$ cat config.mk
export PLATFORM = sky130hd
export DESIGN_NAME = i2cr_regfile
export DESIGN_NICKNAME = d
export VERILOG_FILES = /design/src/rtl/i2cr_pkg.sv /design/src/rtl/i2cr_decode.sv /design/src/rtl/i2cr_ctrl_regs.sv /design/src/rtl/i2cr_irq_file.sv /design/src/rtl/i2cr_regfile.sv
export SDC_FILE = /design/constraint.sdc
export NUM_CORES = 1
export LEC_CHECK = 0
export ABC_AREA = 0
export BUFFER_PORTS_ARGS = -buffer_cell sky130_fd_sc_hd__buf_2
export CAP_MARGIN = 20
export CORE_MARGIN = 1
export CORE_UTILIZATION = 40
export CTS_BUF_LIST = sky130_fd_sc_hd__clkbuf_8
export DETAILED_ROUTE_END_ITERATION = 10
export PLACE_DENSITY = 0.71
export SYNTH_ARGS = -nofsm -noshare
export SYNTH_HDL_FRONTEND = slang
export SYNTH_SLANG_ARGS = --single-unit
$ cat constraint.sdc
create_clock -name clk -period 1.84 [get_ports clk]
set_clock_uncertainty 0.1 [all_clocks]
set_input_delay 0.276 -clock clk [delete_from_list [all_inputs] [get_ports clk]]
set_output_delay 0.276 -clock clk [all_outputs]
set_load 0.02 [all_outputs]
$ cat src/rtl/i2cr_pkg.sv
package i2cr_pkg;
  localparam int BUS_W  = 32;
  localparam int REG_AW = 4;
  localparam int STAT_W = 4;
  localparam int STAT_LSB = 5;
  localparam int BYTE_W = 8;

  // control word bit positions
  localparam int CB_DIR   = 0;
  localparam int CB_MST   = 1;
  localparam int CB_A7    = 2;
  localparam int CB_ACK   = 3;
  localparam int CB_HOLD  = 4;
  localparam int CB_MON   = 5;
  localparam int CB_FLUSH = 6;
  localparam int DIVB_LSB = 8;
  localparam int DIVB_W   = 6;
  localparam int DIVA_LSB = 14;
  localparam int DIVA_W   = 2;

  typedef enum logic [REG_AW-1:0] {
    OFS_CTRL  = 4'd0,
    OFS_STAT  = 4'd1,
    OFS_TADDR = 4'd2,
    OFS_DATA  = 4'd3,
    OFS_ISR   = 4'd4,
    OFS_IMASK = 4'd5,
    OFS_IEN   = 4'd6,
    OFS_IDIS  = 4'd7,
    OFS_SIZE  = 4'd8
  } reg_ofs_e;

  typedef struct packed {
    logic [DIVA_W-1:0] div_a;
    logic [DIVB_W-1:0] div_b;
    logic slv_mon;
    logic hold;
    logic ack_en;
    logic addr7;
    logic master;
    logic dir_rx;
  } ctl_t;

  typedef struct packed {
    logic wr_ctrl;
    logic wr_taddr;
    logic wr_data;
    logic wr_isr;
    logic wr_ien;
    logic wr_idis;
    logic wr_size;
    logic rd_data;
  } strobe_t;
endpackage

$ cat src/rtl/i2cr_decode.sv
module i2cr_decode
  import i2cr_pkg::*;
(
  input  logic              bus_wr,
  input  logic              bus_rd,
  input  logic [REG_AW-1:0] bus_addr,
  output strobe_t           stb
);
  always_comb begin
    stb = '0;
    if (bus_wr) begin
      case (bus_addr)
        OFS_CTRL:  stb.wr_ctrl  = 1'b1;
        OFS_TADDR: stb.wr_taddr = 1'b1;
        OFS_DATA:  stb.wr_data  = 1'b1;
        OFS_ISR:   stb.wr_isr   = 1'b1;
        OFS_IEN:   stb.wr_ien   = 1'b1;
        OFS_IDIS:  stb.wr_idis  = 1'b1;
        OFS_SIZE:  stb.wr_size  = 1'b1;
        default:   ;
      endcase
    end
    if (bus_rd && bus_addr == OFS_DATA) stb.rd_data = 1'b1;
  end
endmodule

$ cat src/rtl/i2cr_ctrl_regs.sv
module i2cr_ctrl_regs
  import i2cr_pkg::*;
#(
  parameter int TADDR_W = 10,
  parameter int SIZE_W  = 8
) (
  input  logic               clk,
  input  logic               rst_n,
  input  strobe_t            stb,
  input  logic [BUS_W-1:0]   wdata,
  input  logic               size_dec,
  output ctl_t               ctl,
  output logic               flush,
  output logic [TADDR_W-1:0] taddr,
  output logic [SIZE_W-1:0]  size
);
  ctl_t               ctl_q, ctl_d;
  logic               flush_q, flush_d;
  logic [TADDR_W-1:0] taddr_q, taddr_d;
  logic [SIZE_W-1:0]  size_q, size_d;
  logic               ctl_en, taddr_en, size_en;

  // clock enables
  assign ctl_en   = stb.wr_ctrl;
  assign taddr_en = stb.wr_taddr;
  assign size_en  = stb.wr_size | (size_dec & (size_q != '0));

  always_comb begin
    ctl_d         = ctl_q;
    ctl_d.dir_rx  = wdata[CB_DIR];
    ctl_d.master  = wdata[CB_MST];
    ctl_d.addr7   = wdata[CB_A7];
    ctl_d.ack_en  = wdata[CB_ACK];
    ctl_d.hold    = wdata[CB_HOLD];
    ctl_d.slv_mon = wdata[CB_MON];
    ctl_d.div_b   = wdata[DIVB_LSB +: DIVB_W];
    ctl_d.div_a   = wdata[DIVA_LSB +: DIVA_W];
    flush_d       = stb.wr_ctrl & wdata[CB_FLUSH];
    taddr_d       = wdata[TADDR_W-1:0];
    if (stb.wr_size) size_d = wdata[SIZE_W-1:0];
    else             size_d = size_q - 1'b1;
  end

  always_ff @(posedge clk or negedge rst_n) begin
    if (!rst_n) begin
      ctl_q   <= '0;
      flush_q <= 1'b0;
      taddr_q <= '0;
      size_q  <= '0;
    end else begin
      flush_q <= flush_d;
      if (ctl_en)   ctl_q   <= ctl_d;
      if (taddr_en) taddr_q <= taddr_d;
      if (size_en)  size_q  <= size_d;
    end
  end

  assign ctl   = ctl_q;
  assign flush = flush_q;
  assign taddr = taddr_q;
  assign size  = size_q;


  flush_follows_chk: assert property (@(posedge clk) disable iff (!rst_n)
    (stb.wr_ctrl && wdata[CB_FLUSH]) |=> flush);

  flush_single_chk: assert property (@(posedge clk) disable iff (!rst_n)
    (flush && !(stb.wr_ctrl && wdata[CB_FLUSH])) |=> !flush);

  size_floor_chk: assert property (@(posedge clk) disable iff (!rst_n)
    (size == '0 && !stb.wr_size) |=> size == '0);
endmodule

$ cat src/rtl/i2cr_irq_file.sv
module i2cr_irq_file #(
  parameter int                   NUM_EVT = 10,
  parameter logic [NUM_EVT-1:0]   IMPL    = 10'h2FF
) (
  input  logic               clk,
  input  logic               rst_n,
  input  logic [NUM_EVT-1:0] evt,
  input  logic               wr_isr,
  input  logic               wr_ien,
  input  logic               wr_idis,
  input  logic [NUM_EVT-1:0] wdata,
  output logic [NUM_EVT-1:0] flags,
  output logic [NUM_EVT-1:0] mask,
  output logic               irq
);
  for (genvar i = 0; i < NUM_EVT; i++) begin : g_src
    if (IMPL[i]) begin : g_impl
      logic flag_q, flag_d, mask_q, mask_d, flag_en, mask_en;

      assign flag_en = evt[i] | (wr_isr & wdata[i]);
      assign mask_en = (wr_ien | wr_idis) & wdata[i];

      always_comb begin
        flag_d = evt[i];
        mask_d = wr_idis;
      end

      always_ff @(posedge clk or negedge rst_n) begin
        if (!rst_n) begin
          flag_q <= 1'b0;
          mask_q <= 1'b1;
        end else begin
          if (flag_en) flag_q <= flag_d;
          if (mask_en) mask_q <= mask_d;
        end
      end

      assign flags[i] = flag_q;
      assign mask[i]  = mask_q;


      evt_wins_chk: assert property (@(posedge clk) disable iff (!rst_n)
        evt[i] |=> flags[i]);

      w1c_clear_chk: assert property (@(posedge clk) disable iff (!rst_n)
        (wr_isr && wdata[i] && !evt[i]) |=> !flags[i]);

      sticky_chk: assert property (@(posedge clk) disable iff (!rst_n)
        (flags[i] && !(wr_isr && wdata[i])) |=> flags[i]);
    end else begin : g_none
      assign flags[i] = 1'b0;
      assign mask[i]  = 1'b0;
    end
  end

  assign irq = |(flags & ~mask);
endmodule

$ cat src/rtl/i2cr_regfile.sv
module i2cr_regfile
  import i2cr_pkg::*;
#(
  parameter int                 TADDR_W  = 10,
  parameter int                 SIZE_W   = 8,
  parameter int                 NUM_EVT  = 10,
  parameter logic [NUM_EVT-1:0] EVT_IMPL = 10'h2FF
) (
  input  logic               clk,
  input  logic               rst_n,
  input  logic               bus_wr,
  input  logic               bus_rd,
  input  logic [REG_AW-1:0]  bus_addr,
  input  logic [BUS_W-1:0]   bus_wdata,
  output logic [BUS_W-1:0]   bus_rdata,
  input  logic [STAT_W-1:0]  eng_status,
  input  logic [NUM_EVT-1:0] evt_pulse,
  input  logic [BYTE_W-1:0]  rx_byte,
  input  logic               size_dec,
  output logic               ctl_dir_rx,
  output logic               ctl_master,
  output logic               ctl_addr7,
  output logic               ctl_ack_en,
  output logic               ctl_hold,
  output logic               ctl_slv_mon,
  output logic [DIVA_W-1:0]  div_a,
  output logic [DIVB_W-1:0]  div_b,
  output logic               fifo_flush,
  output logic [TADDR_W-1:0] target_addr,
  output logic [SIZE_W-1:0]  xfer_size,
  output logic               size_load,
  output logic               tx_push,
  output logic [BYTE_W-1:0]  tx_byte,
  output logic               rx_pop,
  output logic               irq
);
  // asynchronous assert, synchronous release
  logic [1:0] rst_sync;
  logic       rst_q;
  always_ff @(posedge clk or negedge rst_n) begin
    if (!rst_n) rst_sync <= 2'b00;
    else        rst_sync <= {rst_sync[0], 1'b1};
  end
  assign rst_q = rst_sync[1];

  strobe_t            stb;
  ctl_t               ctl;
  logic [NUM_EVT-1:0] flags, mask;

  i2cr_decode u_dec (
    .bus_wr   (bus_wr),
    .bus_rd   (bus_rd),
    .bus_addr (bus_addr),
    .stb      (stb)
  );

  i2cr_ctrl_regs #(.TADDR_W(TADDR_W), .SIZE_W(SIZE_W)) u_ctl (
    .clk      (clk),
    .rst_n    (rst_q),
    .stb      (stb),
    .wdata    (bus_wdata),
    .size_dec (size_dec),
    .ctl      (ctl),
    .flush    (fifo_flush),
    .taddr    (target_addr),
    .size     (xfer_size)
  );

  i2cr_irq_file #(.NUM_EVT(NUM_EVT), .IMPL(EVT_IMPL)) u_irq (
    .clk     (clk),
    .rst_n   (rst_q),
    .evt     (evt_pulse),
    .wr_isr  (stb.wr_isr),
    .wr_ien  (stb.wr_ien),
    .wr_idis (stb.wr_idis),
    .wdata   (bus_wdata[NUM_EVT-1:0]),
    .flags   (flags),
    .mask    (mask),
    .irq     (irq)
  );

  assign ctl_dir_rx  = ctl.dir_rx;
  assign ctl_master  = ctl.master;
  assign ctl_addr7   = ctl.addr7;
  assign ctl_ack_en  = ctl.ack_en;
  assign ctl_hold    = ctl.hold;
  assign ctl_slv_mon = ctl.slv_mon;
  assign div_a       = ctl.div_a;
  assign div_b       = ctl.div_b;
  assign size_load   = stb.wr_size;
  assign tx_push     = stb.wr_data;
  assign tx_byte     = bus_wdata[BYTE_W-1:0];
  assign rx_pop      = stb.rd_data;

  always_comb begin
    bus_rdata = '0;
    case (bus_addr)
      OFS_CTRL:  bus_rdata = BUS_W'({ctl.div_a, ctl.div_b, 2'b00, ctl.slv_mon,
                                     ctl.hold, ctl.ack_en, ctl.addr7,
                                     ctl.master, ctl.dir_rx});
      OFS_STAT:  bus_rdata[STAT_LSB +: STAT_W] = eng_status;
      OFS_TADDR: bus_rdata = BUS_W'(target_addr);
      OFS_DATA:  bus_rdata = BUS_W'(rx_byte);
      OFS_ISR:   bus_rdata = BUS_W'(flags);
      OFS_IMASK: bus_rdata = BUS_W'(mask);
      OFS_SIZE:  bus_rdata = BUS_W'(xfer_size);
      default:   bus_rdata = '0;
    endcase
  end


  irq_masked_chk: assert property (@(posedge clk) disable iff (!rst_q)
    (mask == EVT_IMPL) |-> !irq);

  irq_pending_chk: assert property (@(posedge clk) disable iff (!rst_q)
    ((flags & ~mask) != '0) |-> irq);
endmodule

==> impl_metrics.yaml <==
grt:
  grt_pass1_vias: 2536
  antenna_found_initial: 0
  grt_overflow: 0
  grt_pass1_wl_mm: 12.6
  grt_use_total_pct: 21.6
  grt_max_degree: 23
worst_setup_path:
  arrival_ps: 1570
  crit_buf_inv: 2
  path_cells: "inv_1, a222oi_1, nand3_1, buf_4"
  endpoint_kind: "output port"
  max_stage_delay_ps: 540
  crit_type: "flip-flop to output port"
  path_max_fanout: 2
  cpMaxStageDelayCell: "dfstp_2"
  cp_top_family: "flip-flops"
  reg2reg_slack_ps: 0
  cp-start-kind: "flip-flop"
  cp.required_ps: 1460
detailed_routing:
  dr.pass1.iters: 4
  drt_iter0_drc: 133
  wl_per_cell_um: 16.0
  viasPerCell: 4.97
  route.detailed.drc: 0
  antenna_left: 0
  vias: 2615
  totalWireLength_mm: 8.42
flow_run:
  max_cap_violations: 0
die:
  io-pin-count: 140
  die_w_um: 89.3
  die_h_um: 89.3
  dieArea_um2: 7980
  rows: 31
  start_util_pct: 41.6
  coreArea_um2: 7330
sta:
  setup_slack_ps: -108
  finalCritPeriodShare_pct: 106
  max_freq_mhz: 513
  finalSetupViolations: 5
  slew_viol_final: 0
  relSlewSlack_pct: 64.9
  fin_setup_tns_ps: -188
  finalCriticalPeriod_ps: 1950
  rsz0062_at_grt: "true"
  worstMarginPinSlew_ps: 526
  hold_violations: 0
yosys:
  synthTopCellsByCount: "dfrtp_1, nand2_1, buf_4, mux2_2, inv_1"
  async_flop_share_pct: 100
  synth_xor_area_share_pct: 0.574
  synth_edf_count: 0
  syn_inst: 287
  synthAdderAreaFrac_pct: 0.820
  yosys.area.top_type_share_pct: 36.1
  ys_seq_area_share_pct: 43.8
  yosysWarnings: 0
  synth_area_um2: 3050
  synth_compound_gate_area_share_pct: 14.0
  synth_top_family_by_area: "multiplexers"
  synth_ff_type: "dfrtp_1"
  synth_top_area_cell: "dfrtp_1"
  synth.most_common_cell: "dfrtp_1"
  syn_avg_cell_area_um2: 10.6
  ys_ff_latch: 53
  synthTopCellsByArea: "dfrtp_1, mux2_2, dfstp_2"
  yosys.area_share.simple_pct: 13.3
  synth.area.mux_share_pct: 16.9
  synth.lib_cells_used.distinct: 51
power:
  power_switching_mw: 1.68
  p_seq_share_pct: 39.6
  p_leak_nw: 2.04
  power.share.clock_pct: 16.6
  internal_power_mw: 2.67
  ir_worst_vdd_mv: 0.388
  powerDensity_nw_per_um2: 1040
  pwr-share-comb_pct: 43.8
  swShare_pct: 38.6
layout:
  diodes: 0
  post-route-util_pct: 57.0
  syn_to_final_growth_pct: 37.0
  multi_input_area_um2: 1570
  fin_cells: 526
  final_layout_size_suffix_gt1_share_pct: 56.2
  final_cell_area_um2: 4180
  ff_latch_area_um2: 1350
  layout.nets: 491
  fillers: 663
clock_network:
  cts.sinks: 53
  cts_root_buffer: "clkbuf_8"
  cts_tree: "yes"
  clk_path_buf_depth: 2
  htreeDepth: 2
  clk_pin_slew_ps: 100
  clk_latency_ps: 310
  cts-buffers-inserted: 5
placement:
  hpwl_mm: 6.41
  place_area_um2: 3780
  numPortBuffers: 106
  place.gp.congestion: 0.848
  dp_cells: 502
  place_ws_ps: -81.3
hold_path:
  hold_path.class: "input pin to flip-flop"
status:
  violations: "setup timing"
  outcome: "finished with violations"
-- cell type report --
type                       instances  share of cell area (%)
clock buffer                       6                    1.98
clock inverter                     2                   0.419
inverter                          15                    1.35
multi-input combinational        196                    37.5
sequential                        53                    32.2
tap                               99                    2.96
timing repair buffer             155                    23.6
-- sequential cells by signal, indices dropped and copies added (netlist names) --
name	count
rst_sync	2
u_ctl.taddr	10
u_ctl.size	8
u_ctl.flush	1
u_irq.g_src.g_impl.flag_q	9
u_ctl.ctl	14
u_irq.g_src.g_impl.mask_q	9
-- stage by stage --
| stage | hold WS, ps | power [mW] |
|---|---|---|
| after floorplan | -120 | 2.73 |
| after global placement | -36.9 | 3.30 |
| after detailed placement | -37.9 | 3.34 |
| after CTS | 22.1 | 4.15 |
| after global routing | 16.3 | 4.61 |
| final | 28.5 | 4.35 |
-- timing repair --
action	CTS	global route
buffers inserted	3	12
hold endpoints to repair	2	0
pin swaps	9	10
resized for setup	22	27
hold buffers	1	0
setup endpoints to repair	9	17
-- cell usage in the layout (no fill, tap or decap), types with 3 or more instances in the layout --
master    Yosys  routed
buf_2         6      96
buf_4        25      47
dfrtp_1      44      37
nand2_1      30      30
mux2_2       25      24
conb_1        2      17
inv_1        15      14
mux2_4       10      11
and3_1       10      10
a22oi_1      14       9
a21o_1        9       9
buf_6         2       9
dfstp_2       9       9
nor2_1        8       8
dfrtp_2       0       7
a221o_1       6       6
clkbuf_8      0       6
a22oi_2       0       5
o22ai_1       6       5
mux2i_1       6       5
a21oi_1       5       5
o21ai_0       6       4
nand3b_1      3       3
o21ai_1       1       3
nor3_1        4       3
-- worst reg2reg max path: stages (launching register included) --
cell and delay [ps]:
dfrtp_2 420, buf_6 120, buf_6 110, or4b_4 530, nor3_4 140, mux2i_1 230, o21ai_1 90
-- power groups by stage --
stage	clock network, mW	registers [mW]	logic, mW
floorplan	0	1.98	0.745
CTS	0.730	1.73	1.69
finish	0.720	1.72	1.91
global placement	0	1.74	1.56
detailed placement	0	1.75	1.59
global route	0.780	1.75	2.08
-- cells by family (layout without fill, tap and decap cells) --
group / after synthesis / after routing
fa+ha+maj: 2 / 2
xor+xnor: 2 / 2
compound gates: 59 / 59
mux: 42 / 42
buf+inv: 53 / 178
simple gates: 74 / 74
flops: 53 / 53
other cells: 2 / 17
-- per-layer routing --
layer,vias up,wire length (um),track usage (%)
met2,89,4340,36.8
met1,1255,3560,28.4
met4,0,130,7.36
li1,1260,-,-
met3,11,399,2.68
met5,-,0,0
-- path summary, 6_finish.rpt --
path | endpoint | startpoint | depth (start not counted)
max | irq | u_irq.g_src[7].g_impl.mask_q$_DFFE_PN1P_ | 4
min | u_irq.g_src[9].g_impl.flag_q$_DFFE_PN0P_ | evt_pulse[9] | 2
max reg2reg | u_ctl.size[7]$_DFFE_PN0P_ | u_ctl.size[0]$_DFFE_PN0P_ | 6
min reg2reg | u_ctl.ctl[8]$_DFFE_PN0P_ | rst_sync[1]$_DFF_PN0_ | 0
max in group asynchronous | u_irq.g_src[1].g_impl.mask_q$_DFFE_PN1P_ | rst_sync[1]$_DFF_PN0_ | 1
min in group asynchronous | rst_sync[1]$_DFF_PN0_ | rst_n | 2
(Power assumes the default switching activity.)
